**src/rtl/uart_irq_status.sv**
```systemverilog
module uart_irq_status #(
  parameter int FIFO_DEPTH = 64,
  parameter int CNT_W      = $clog2(FIFO_DEPTH + 1),
  parameter int ADDR_W     = 8,
  parameter int TRIG_RST   = 32
) (
  input  logic              clk,
  input  logic              rst_n,
  input  logic              reg_wr,
  input  logic [ADDR_W-1:0] reg_addr,
  input  logic [31:0]       reg_wdata,
  output logic [31:0]       reg_rdata,
  input  logic [CNT_W-1:0]  rx_count,
  input  logic [CNT_W-1:0]  tx_count,
  input  logic              ev_rx_ovr,
  input  logic              ev_frame,
  input  logic              ev_parity,
  input  logic              ev_timeout,
  input  logic              ev_modem,
  input  logic              ev_tx_ovr,
  output logic              irq
);

  localparam logic [ADDR_W-1:0] A_IEN   = ADDR_W'(8'h08);
  localparam logic [ADDR_W-1:0] A_IDIS  = ADDR_W'(8'h0C);
  localparam logic [ADDR_W-1:0] A_MASK  = ADDR_W'(8'h10);
  localparam logic [ADDR_W-1:0] A_STKY  = ADDR_W'(8'h14);
  localparam logic [ADDR_W-1:0] A_RXTRG = ADDR_W'(8'h20);
  localparam logic [ADDR_W-1:0] A_LIVE  = ADDR_W'(8'h2C);
  localparam logic [ADDR_W-1:0] A_TXTRG = ADDR_W'(8'h44);
  localparam logic [31:0]       IMPL    = 32'h0000_17FF;
  localparam logic [CNT_W-1:0]  FULL    = CNT_W'(FIFO_DEPTH);
  localparam logic [CNT_W-1:0]  TRG0    = CNT_W'(TRIG_RST);

  logic [31:0]      mask_q, sticky_q, live, set_vec, clr_vec;
  logic [CNT_W-1:0] rx_trig_q, tx_trig_q;
  logic             tx_trig_hit;

  wire wr_ien   = reg_wr && (reg_addr == A_IEN);
  wire wr_idis  = reg_wr && (reg_addr == A_IDIS);
  wire wr_stky  = reg_wr && (reg_addr == A_STKY);
  wire wr_rxtrg = reg_wr && (reg_addr == A_RXTRG);
  wire wr_txtrg = reg_wr && (reg_addr == A_TXTRG);

  assign tx_trig_hit = tx_count >= tx_trig_q;

  always_comb begin
    live     = '0;
    live[0]  = rx_count >= rx_trig_q;
    live[1]  = rx_count == '0;
    live[2]  = rx_count == FULL;
    live[3]  = tx_count == '0;
    live[4]  = tx_count == FULL;
    live[13] = tx_trig_hit;
  end

  always_comb begin
    set_vec      = '0;
    set_vec[4:0] = live[4:0];
    set_vec[5]   = ev_rx_ovr;
    set_vec[6]   = ev_frame;
    set_vec[7]   = ev_parity;
    set_vec[8]   = ev_timeout;
    set_vec[9]   = ev_modem;
    set_vec[10]  = tx_trig_hit;
    set_vec[12]  = ev_tx_ovr;
  end

  assign clr_vec = wr_stky ? reg_wdata : '0;

  always_ff @(posedge clk or negedge rst_n) begin
    if (!rst_n) begin
      sticky_q <= '0;
    end else begin
      sticky_q <= ((sticky_q & ~clr_vec) | set_vec) & IMPL;
    end
  end

  always_ff @(posedge clk or negedge rst_n) begin
    if (!rst_n) begin
      mask_q <= '0;
    end else if (wr_ien) begin
      mask_q <= (mask_q | reg_wdata) & IMPL;
    end else if (wr_idis) begin
      mask_q <= mask_q & ~reg_wdata;
    end
  end

  always_ff @(posedge clk or negedge rst_n) begin
    if (!rst_n) begin
      rx_trig_q <= TRG0;
      tx_trig_q <= TRG0;
    end else begin
      if (wr_rxtrg) rx_trig_q <= reg_wdata[CNT_W-1:0];
      if (wr_txtrg) tx_trig_q <= reg_wdata[CNT_W-1:0];
    end
  end

  assign irq = |(mask_q & sticky_q);

  always_comb begin
    case (reg_addr)
      A_MASK:  reg_rdata = mask_q;
      A_STKY:  reg_rdata = sticky_q;
      A_LIVE:  reg_rdata = live;
      A_RXTRG: reg_rdata = {{(32-CNT_W){1'b0}}, rx_trig_q};
      A_TXTRG: reg_rdata = {{(32-CNT_W){1'b0}}, tx_trig_q};
      default: reg_rdata = '0;
    endcase
  end

endmodule

```
**config.mk**
```make
export PLATFORM = sky130hd
export DESIGN_NAME = uart_irq_status
export DESIGN_NICKNAME = d
export VERILOG_FILES = /design/src/rtl/uart_irq_status.sv
export SDC_FILE = /design/constraint.sdc
export NUM_CORES = 1
export LEC_CHECK = 0
export CAP_MARGIN = 40
export CORE_MARGIN = 2
export CORE_UTILIZATION = 40
export DETAILED_ROUTE_END_ITERATION = 6
export DONT_BUFFER_PORTS = 1
export SYNTH_ARGS = -nofsm -noshare
export SYNTH_HDL_FRONTEND = slang
export SYNTH_SLANG_ARGS = --single-unit
```
**constraint.sdc**
```tcl
create_clock -name clk -period 1.8 [get_ports clk]
set_input_delay 0.27 -clock clk [delete_from_list [all_inputs] [get_ports clk]]
set_output_delay 0.27 -clock clk [all_outputs]
set_load 0.01 [all_outputs]
```
======== Word-level counts from Yosys, hierarchy flattened ========
Cells that the tools add are included.
storage, ports and cells
  register bits ........................... 58
  input port bits ......................... 63
  output and inout port bits .............. 33
  word-level logic and storage cells ...... 35
operators by class
  order comparisons ....................... 2
  equal/unequal tests ..................... 9
  muxes and demuxes ....................... 4
  bitwise logic cells ..................... 7
  reductions and logical operators ........ 9
operator list
  operator                                              number
  case mux 32 bit (5 select lines)                      1
  2-to-1 mux 32 bit                                     2
  AND 32 x 13 -> 32 bit                                 1
  AND 32 bit                                            1
  inverter 32 bit                                       1
  OR reduction 32 bit                                   1
  bitwise OR 13 bit                                     2
  equality test 8 x 4 -> 1 bit (second input constant)  2
  equality test 8 x 5 -> 1 bit (second input constant)  2
  equality test 8 x 6 -> 1 bit (second input constant)  2
  equality test 7 bit (second input constant)           2
  greater-or-equal comparator 7 bit                     2
  logical NOT 7 bit                                     2
  AND 13 bit                                            1
  2-to-1 mux 13 bit                                     1
  inverter 13 bit                                       1
  equality test 8 x 7 -> 1 bit (second input constant)  1
  logical AND 1 bit                                     5
  nonzero test 2 bit                                    1

======== Longest topological paths before layout ========
Gate-level depths: netlist of run 1.
  depth after elaboration ................. 6
  depth in mapped cells ................... 6
  gate-level depth less buffers ........... 6

======== Worst setup path after synthesis of run 1 ========
Ideal clock, no wire load.
  kind .................................... in2reg
  start ................................... in reg_addr[1]
  end ..................................... reg rx_trig_q[0]
  setup time .............................. 125 ps
  data arrival time ....................... 1746 ps
  data required time ...................... 1675 ps
  path slack .............................. -71 ps
  stages on the path ...................... 5
  path buffers ............................ 1
  cells stage by stage .................... or4_1 or3_1 buf_6 nor2_8 mux2_4
on the way
  cells in the longest elaborated chain, start to end .. 2
ends and longest elaborated chain
  what                          line  text
  start: declaration            10    input logic [ADDR_W-1:0] reg_addr,
  equality test 8 x 6 -> 1 bit  42    wire wr_rxtrg = reg_wr && (reg_addr == A_RXTRG);
  logical AND 1 bit             42
  end signal: assignment        94    if (wr_rxtrg) rx_trig_q <= reg_wdata[CNT_W-1:0];
  end: declaration              36    logic [CNT_W-1:0] rx_trig_q, tx_trig_q;
Every way passes these cells.
A chain may end at the register's enable or synchronous reset.

======== Final worst setup path of run 1 ========
  start ................................... reg tx_trig_q[5]
  end ..................................... out reg_rdata[13]
on the way
  cells in the longest elaborated chain, start to end .. 2
ends and longest elaborated chain
  what                               line  text
  start: declaration                 36
  start signal: assignment           95    if (wr_txtrg) tx_trig_q <= reg_wdata[CNT_W-1:0];
  greater-or-equal comparator 7 bit  45    assign tx_trig_hit = tx_count >= tx_trig_q;
  case mux 32 bit (5 select lines)   102   case (reg_addr)
  end: declaration                   12    output logic [31:0] reg_rdata,
Every way passes these cells.

==> reports/results.tsv, run 1 <==
metric	value	unit
status	complete, but fails checks	
violations	negative setup slack	
peakVddDrop	0.5312	mV
hold_depth	1	
dieArea	8942	um2
clock_skew	4.051	ps
slew_viol_final	0	
drv_cap	0	
drc	0	
nNetsFinal	428	
antenna_left	0	
wl_per_cell	18.95	um
first_pass_iters	4	
power_density	746.1	nW/um2
layout-drive-gt1-share	0.2592	
final_cell_mix	dfrtp_1 (56), nand2_1 (27), buf_4 (27)	
switching_power	0.7127	mW
antenna_found_initial	0	
vias_per_cell	5.535	
syn_area_per_cell	10.25	um2
seqPwrFrac	0.460	
power.leakage	1.847	nW
port_buffers	0	
ys_ff_latch	58	
clockBufferDepth	2	
hold_class	in2reg	
r2r_cells	8	
tns	-736.3	ps
worst_ep_arrival_time	1720	ps
multi_input_area	1843	um2
fillers	784	
fmax	0.5022	GHz
hold_slack	12.13	ps
critPathCaptureType	output port	
ioPinCount	96	
synthCells	320	
cts_buffers	9	
start_util	0.4054	
worst-setup-path-type	reg2out	
ys_top_cells_by_area	dfrtp_1 (43%), ha_1 (5.3%), nand2b_1 (4.2%), a21boi_0 (3.9%), mux2i_1 (3.7%)	
clk_latency	340	ps
pwr-share-comb	0.099	
cts_num_sinks	58	
ys_seq_area_frac	0.4432	
crit_fanout	3	
synthDistinctLibCells	44	
dpl.hpwl	6214	um
tritoncts	done	
grt.total_usage	0.2098	
clk_pin_slew_worst_paths	70	ps
grt_pass1_wl	14010	um
synth_top_cell_by_area	dfrtp_1	
drtIter0Drc	115	
regArea	1454	um2
synth.cell_area	3281	um2
finalSetupViolCount	8	
switching_share	0.2353	
hold_viol_final	0	
intPower	2.316	mW
core_area	8093	um2
max-slew-margin-rel	0.7306	
fp.dieW	94.56	um
grt_pass1_vias	2695	
fp-row-count	33	
pwr-share-clk	0.441	
worstMarginPinSlew	400.5	ps
routabilityCongestion	0.8128	
syn_nets	397	
die_y	94.56	um
grt_max_degree	59	
layout_commonest_cell	dfrtp_1	
min_period	1991	ps
diodes	0	
areaGrowthSynthToFinish	23.76	%
grt-ovfl-total	0	
cp_data_required_time	1530	ps
yosys_warnings	0	
drt_wl_total	8717	um
grt_setup_unrepaired	true	
fin_ws	-191.3	ps
synth_top_area_share	0.4272	
crit_path_start_kind	flip-flop	
htreeDepth	3	
cts_root_buffer	clkbuf_8	
vias	2546	
post-route-period-util	1.106	
==> repair_timing <==
item                       CTS  global route
hold buffers                 3             0
pin swaps                   14             4
hold endpoints to repair    59             0
buffers inserted             9             1
setup endpoints to repair   13            13
gates resized for setup     27             9
==> cell families after synthesis <==
kind of cell / Yosys count / synth area share
adders and majority gates: 14 / 0.05339
muxes: 26 / 0.09268
AOI/OAI and AO/OA: 75 / 0.1739
and+or+nand+nor: 104 / 0.1842
buffers and inverters: 43 / 0.05263
DFF: 58 / 0.4432
==> layer usage <==
layer,vias to the layer above,wire (um),global-route usage
met5,-,0,0
met4,0,160,0.07850
met3,16,806,0.07103
met2,105,4141,0.3357
met1,1240,3608,0.2642
li1,1185,-,-
==> worst max-delay path: stages (launching register included) <==
cell	delay (ps)
dfstp_2	540
inv_2	50
ha_4	270
nand4_1	70
and3_4	190
o21ai_4	60
a22o_1	210
==> final timing paths <==
path,from,end,slack [ps]
max in group asynchronous,rst_n,tx_trig_q[5],1050
worst min register to register,mask_q[27],mask_q[27],510
min in group asynchronous,rst_n,mask_q[15],450
worst max-delay path,tx_trig_q[5],reg_rdata[13],-190
worst min-delay path,ev_modem,sticky_q[9],10
worst max register to register,tx_trig_q[0],sticky_q[10],50
==> power by group through the flow <==
stage,logic (mW),clock network [mW],registers (mW)
6_report,0.300,1.34,1.39
3_5_place_dp,0.196,0,1.42
5_1_grt,0.336,1.42,1.40
3_3_place_gp,0.190,0,1.42
2_1_floorplan,0.159,0,1.40
4_1_cts,0.276,1.36,1.39
==> cell type report <==
class	instances	area share
Timing Repair Buffer	35	0.07643
Inverter	28	0.02589
Clock inverter	5	0.01941
Multi-Input combinational cell	219	0.4539
Tap cell	105	0.03236
Clock buffer	10	0.03390
Sequential cell	58	0.3581
==> stage by stage <==
stage | worst slack [ps] | power, mW | cells | cell area, um2 | utilization
floorplan | -35.58 | 1.561 | 320 | 3287 | -
global placement | -137.2 | 1.607 | 432 | 3516 | 0.4344
global route | -256.6 | 3.153 | 460 | 4060 | 0.5017
finish | -191.3 | 3.029 | 460 | 4060 | 0.5017
detailed placement | -159.8 | 1.613 | 432 | 3516 | 0.4344
CTS | -195.8 | 3.029 | 459 | 3981 | 0.4920
==> cell usage after synthesis <==
library cell / instances
a221oi_1: 3
o21ai_0: 2
a31oi_1: 2
mux2_4: 7
and4_1: 2
mux2_1: 2
and3_1: 3
nand2_2: 1
o22a_1: 1
nand2_1: 28
nor2_8: 1
nor4b_2: 1
a21boi_0: 17
a21boi_1: 3
nor2b_1: 2
buf_2: 2
or4b_1: 2
a221o_1: 2
buf_6: 1
nor2_1: 7
dfrtp_1: 56
o2bb2ai_1: 3
or4_1: 1
nor4b_1: 1
and2_1: 19
nand4_1: 5
a22oi_1: 12
nor4_1: 3
o22ai_1: 4
nor2b_2: 1
clkbuf_1: 11
nand3_1: 3
a22o_1: 9
or3_1: 1
nor3_2: 1
mux2_2: 5
inv_1: 28
a21oi_1: 2
mux2i_1: 12
dfstp_2: 2
a21o_1: 15
ha_1: 14
nand2b_1: 22
clkbuf_2: 1
(Power assumes the default switching activity.)
==> run 2, diff against run 1 <==
--- a/config.mk
+++ b/config.mk
@@ -10,6 +10,8 @@
 export CORE_UTILIZATION = 40
 export DETAILED_ROUTE_END_ITERATION = 6
 export DONT_BUFFER_PORTS = 1
+export HOLD_SLACK_MARGIN = 0.15
+export PLACE_DENSITY = 0.54
 export SYNTH_ARGS = -nofsm -noshare
 export SYNTH_HDL_FRONTEND = slang
 export SYNTH_SLANG_ARGS = --single-unit
==> run 2 against run 1 <==
The flow still finishes with violations (negative setup slack). Clock skew is 9.4 ps higher. Worst hold slack better by 160 ps. Register-to-register slack improved by 100 ps. Fmax grew 1.2%. Core utilization up 5.1 points. Clock power fell by 14%. Critical endpoint unchanged. Flip-flop and latch count unchanged. Global-route usage grew 1.4 points. Sequential share of layout area fell by 3.3 points. Die area unchanged. Worst setup slack better by 23 ps. Non-clock buffer count grew 37.
==> reports/results.tsv, run 2 (synthesis gave the netlist of run 1 again) <==
metric	value	unit
power.leakage	1.993	nW
routabilityCongestion	0.7949	
drc	0	
busiest_layer	met2	
violations	negative setup slack	
critPathBufInv	1	
grt_max_degree	59	
grt_setup_unrepaired	true	
core_area	8093	um2
worst_ep_arrival_time	1700	ps
critPathCaptureType	output port	
crit_path_start_kind	flip-flop	
grt-ovfl-total	0	
fin_ws	-167.8	ps
clockBufferDepth	2	
intPower	2.202	mW
clock_skew	13.42	ps
diodes	0	
grt_pass1_wl	14970	um
nNetsFinal	465	
dieArea	8942	um2
drtIter0Drc	144	
peakVddDrop	0.3951	mV
fmax	0.5082	GHz
vias_per_cell	5.456	
hold_depth	2	
post-route-period-util	1.093	
first_pass_iters	4	
worst-setup-path-type	reg2out	
cp_top_family	flip-flops	
switching_share	0.2537	
use_met3	0.04389	
finalSetupViolCount	8	
slew_viol_final	0	
die_y	94.56	um
status	complete, but fails checks	
ioPinCount	96	
vias	2717	
cts_buffers	9	
pwr-share-comb	0.135	
r2r_start	rx_trig_q[5]	
hold_viol_final	0	
cp_slowest_cell	dfstp_2	
layout-drive-gt1-share	0.2341	
dpl.hpwl	6084	um
cts_num_sinks	58	
pwr-share-clk	0.391	
clk_pin_slew_worst_paths	60	ps
cp_cell_sequence	inv_2 > ha_4 > a21oi_1 > and3_4 > o21ai_2 > a22o_1	
drt_wl_total	9351	um
cts_root_buffer	clkbuf_8	
start_util	0.4054	
clk_latency	330	ps
max_stage_delay	540	ps
htreeDepth	3	
r2r_cells	8	
grt_pass1_vias	2896	
antenna_found_initial	0	
worst_r2r_endpoint	sticky_q[0]	
min_period	1968	ps
fp-row-count	33	
wl_per_cell	18.78	um
layout_commonest_cell	dfrtp_1	
grt.total_usage	0.2242	
r2r_slack	150	ps
port_buffers	0	
switching_power	0.7484	mW
worstMarginPinSlew	368.9	ps
antenna_left	0	
min_from	rx_count[6]	
fp.dieW	94.56	um
seqPwrFrac	0.473	
min_to	sticky_q[1]	
hold_class	in2reg	
cp_data_required_time	1530	ps
grt_util_met1	0.2780	
power_density	660.1	nW/um2
areaGrowthSynthToFinish	36.23	%
placed_area	3491	um2
tns	-754.6	ps
crit_fanout	2	
final_cell_mix	dfrtp_1 (56), dlygate4sd3_1 (44), nand2_1 (27)	
tritoncts	done	
finalInstanceArea	4469	um2
met2_usage	0.3845	
drv_cap	0	
max-slew-margin-rel	0.7518	
-- run 2: changes by cell type in the layout (fill, tap and decap cells not counted), sizes merged --
cell         before  now
clkinv            3    4
dlygate4sd3       2   44
clkinvlp          0    1
buf              33   28
bufinv            2    1
-- run 2: layout make-up --
type | instances | area (um2)
fill | 736 | 3623
multi-input combinational | 219 | 1874
sequential | 58 | 1454
timing repair buffer | 72 | 719.4
tap | 105 | 131.4
clock buffer | 10 | 127.6
inverter | 28 | 105.1
clock inverter | 6 | 57.56
-- run 2: timing repair --
action | CTS | global route
buffers inserted | 8 | 1
hold endpoints to repair | 116 | 0
gates resized for setup | 24 | 17
hold buffers | 46 | 0
setup endpoints to repair | 9 | 29
pin swaps | 13 | 3
-- run 2: power by group through the flow --
stage	Sequential [mW]	Clock, mW	Combinational [mW]
final	1.40	1.15	0.400
after global routing	1.40	1.25	0.441
after CTS	1.39	1.19	0.384
after detailed placement	1.42	0	0.198
after global placement	1.42	0	0.193
after floorplan	1.40	0	0.159
-- run 2: stage by stage --
step | util | power, mW | cells | worst slack, ps | hold slack (ps)
floorplan | - | 1.561 | 320 | -35.58 | -25.59
global placement | 0.4314 | 1.613 | 427 | -134.1 | -23.12
detailed placement | 0.4314 | 1.617 | 427 | -131.9 | -23.23
CTS | 0.5405 | 2.967 | 497 | -171.7 | 159.9
global route | 0.5523 | 3.094 | 498 | -221.7 | 167.2
finish | 0.5523 | 2.950 | 498 | -167.8 | 174.5
-- run 2: worst max-delay path by stage --
stage            startpoint            end  slack (ps)  cells past startpoint
6_report       tx_trig_q[5]  reg_rdata[13]        -170                      6
2_1_floorplan   reg_addr[1]   rx_trig_q[0]         -40                      5
3_5_place_dp    reg_addr[1]   rx_trig_q[2]        -130                      5
4_1_cts        tx_trig_q[5]  reg_rdata[13]        -170                      6
5_1_grt        tx_trig_q[5]  reg_rdata[13]        -220                      6
3_3_place_gp    reg_addr[1]   rx_trig_q[0]        -130                      5
-- run 2: routing by layer --
layer | vias to the layer above | wire length (um)
li1 | 1264 | -
met3 | 15 | 518
met1 | 1335 | 3929
met4 | 0 | 188
met5 | - | 0
met2 | 103 | 4714
-- run 2: worst reg2reg max path: stages, from the launching register on --
cell,delay [ps]
dfstp_2,540
inv_2,60
ha_4,250
nand4_1,80
and3_4,170
o21ai_2,50
buf_4,130
buf_4,120
a21o_1,140
==> run 3, diff against run 2 <==
--- a/config.mk
+++ b/config.mk
@@ -6,6 +6,7 @@
 export NUM_CORES = 1
 export LEC_CHECK = 0
 export CAP_MARGIN = 40
+export CORE_ASPECT_RATIO = 1.25
 export CORE_MARGIN = 2
 export CORE_UTILIZATION = 40
 export DETAILED_ROUTE_END_ITERATION = 6
==> run 3 against run 2 <==
The run still ends with negative setup slack left. Sequential share of layout area shrank 0.15 points. Flip-flop and latch count unchanged. Combinational power is essentially flat. Fmax fell by 2.1%. Worst hold slack got worse by 3.3 ps. Total power increased by 5.5%. Critical path depth did not move. First-iteration DRC count shrank 30%. Sequential power barely moved. Design area grew 0.45%.
==> reports/results.tsv, run 3 (synthesis gave the netlist of run 1 again) <==
metric	value	unit
status	complete, but fails checks	
violations	negative setup slack	
fmax	0.4974	GHz
clk_pin_slew_worst_paths	70	ps
core_area	7883	um2
ioPinCount	96	
worst_ep_arrival_time	1740	ps
grt_pass1_wl	14590	um
nNetsFinal	463	
layout-drive-gt1-share	0.2379	
drt_wl_total	9085	um
clockBufferDepth	2	
diodes	0	
crit_path_start_kind	flip-flop	
regArea	1454	um2
antenna_left	0	
critPathLaunch	tx_trig_q[5]	
final_cell_mix	dfrtp_1 (56), dlygate4sd3_1 (42), nand2_1 (27)	
vias_per_cell	5.469	
switching_power	0.7607	mW
placed_area	3491	um2
fillers	679	
fp-row-count	36	
cp_data_required_time	1530	ps
slew_viol_final	0	
first_pass_iters	5	
clock_skew	7.414	ps
hold_class	in2reg	
pwr-share-comb	0.128	
min_from	rx_count[6]	
fin_ws	-210.6	ps
finalSetupViolCount	8	
post-route-period-util	1.117	
grt_max_degree	59	
grt-ovfl-total	0	
seqPwrFrac	0.448	
multi_input_area	1894	um2
routabilityCongestion	0.8123	
clk_latency	330	ps
wl_per_cell	18.69	um
grt_pass1_vias	2811	
max_stage_delay	540	ps
areaGrowthSynthToFinish	36.84	%
critPathCaptureType	output port	
dieArea	8946	um2
tritoncts	done	
cts_num_sinks	58	
dp.cells	417	
grt_setup_unrepaired	true	
start_util	0.4162	
cp_cell_sequence	inv_2 > ha_4 > nand4_1 > and3_4 > o21ai_4 > a22o_1	
min_period	2011	ps
drc	0	
cp_slowest_cell	dfstp_2	
vias	2658	
antenna_found_initial	0	
drtIter0Drc	101	
port_buffers	0	
hold_slack	171.2	ps
dpl.hpwl	6131	um
fp.dieW	85	um
cp_top_family	flip-flops	
power_density	693.1	nW/um2
drv_cap	0	
cts_root_buffer	clkbuf_8	
worst-setup-path-type	reg2out	
intPower	2.351	mW
finalInstanceArea	4489	um2
power.leakage	1.995	nW
pwr-share-clk	0.423	
cts_buffers	9	
max-slew-margin-rel	0.7601	
die_y	105.3	um
layout_commonest_cell	dfrtp_1	
htreeDepth	3	
switching_share	0.2445	
crit_fanout	3	
peakVddDrop	0.5991	mV
critPathBufInv	1	
final_core_util	0.5695	
stdcell_count	486	
grt.total_usage	0.2103	
hold_viol_final	0	
r2r_start	tx_trig_q[5]	
worstMarginPinSlew	359.9	ps
[run 3: area by class of cell]
type	count	area share
Multi-Input combinational cell	219	0.4220
Sequential cell	58	0.3239
Timing Repair Buffer	70	0.1558
Clock buffer	9	0.02759
Tap cell	95	0.02648
Inverter	28	0.02341
Clock inverter	7	0.02090
[run 3: metrics by stage]
step | TNS [ps] | setup WS, ps | total power [mW]
2_1_floorplan | -579.5 | -35.58 | 1.561
3_3_place_gp | -1582 | -159.7 | 1.608
3_5_place_dp | -1928 | -165.2 | 1.615
4_1_cts | -701.3 | -182.8 | 3.142
5_1_grt | -963.7 | -259.7 | 3.249
6_report | -734.3 | -210.6 | 3.111
[run 3: path summary, 6_finish.rpt]
| kind | end | slack [ps] | cells past startpoint |
|---|---|---|---|
| worst min-delay path | sticky_q[1] | 170 | 2 |
| min in group asynchronous | mask_q[14] | 490 | 2 |
| worst min register to register | sticky_q[12] | 520 | 1 |
| max in group asynchronous | rx_trig_q[5] | 1030 | 2 |
| worst max register to register | sticky_q[10] | 130 | 8 |
| worst max-delay path | reg_rdata[13] | -210 | 6 |
[run 3: metal layers]
layer	up-vias	routed length [um]	GRT usage
li1	1261	-	-
met1	1307	3812	0.2548
met2	82	4757	0.3733
met3	8	420	0.03602
met4	0	94	0.07029
met5	-	0	0
[run 3: what timing repair did]
action | CTS | global route
hold buffers | 44 | 0
pin swaps | 16 | 1
setup endpoints to repair | 9 | 10
setup buffers | 8 | 1
endpoints found under the hold margin | 116 | 0
resized for setup | 32 | 7
gates cloned | 0 | 0
[run 3: power groups by stage]
| stage | Combinational (mW) | Sequential, mW | Clock (mW) |
|---|---|---|---|
| final | 0.400 | 1.40 | 1.32 |
| after global routing | 0.443 | 1.40 | 1.41 |
| after CTS | 0.396 | 1.39 | 1.35 |
| after detailed placement | 0.197 | 1.42 | 0 |
| after global placement | 0.190 | 1.42 | 0 |
| after floorplan | 0.159 | 1.40 | 0 |
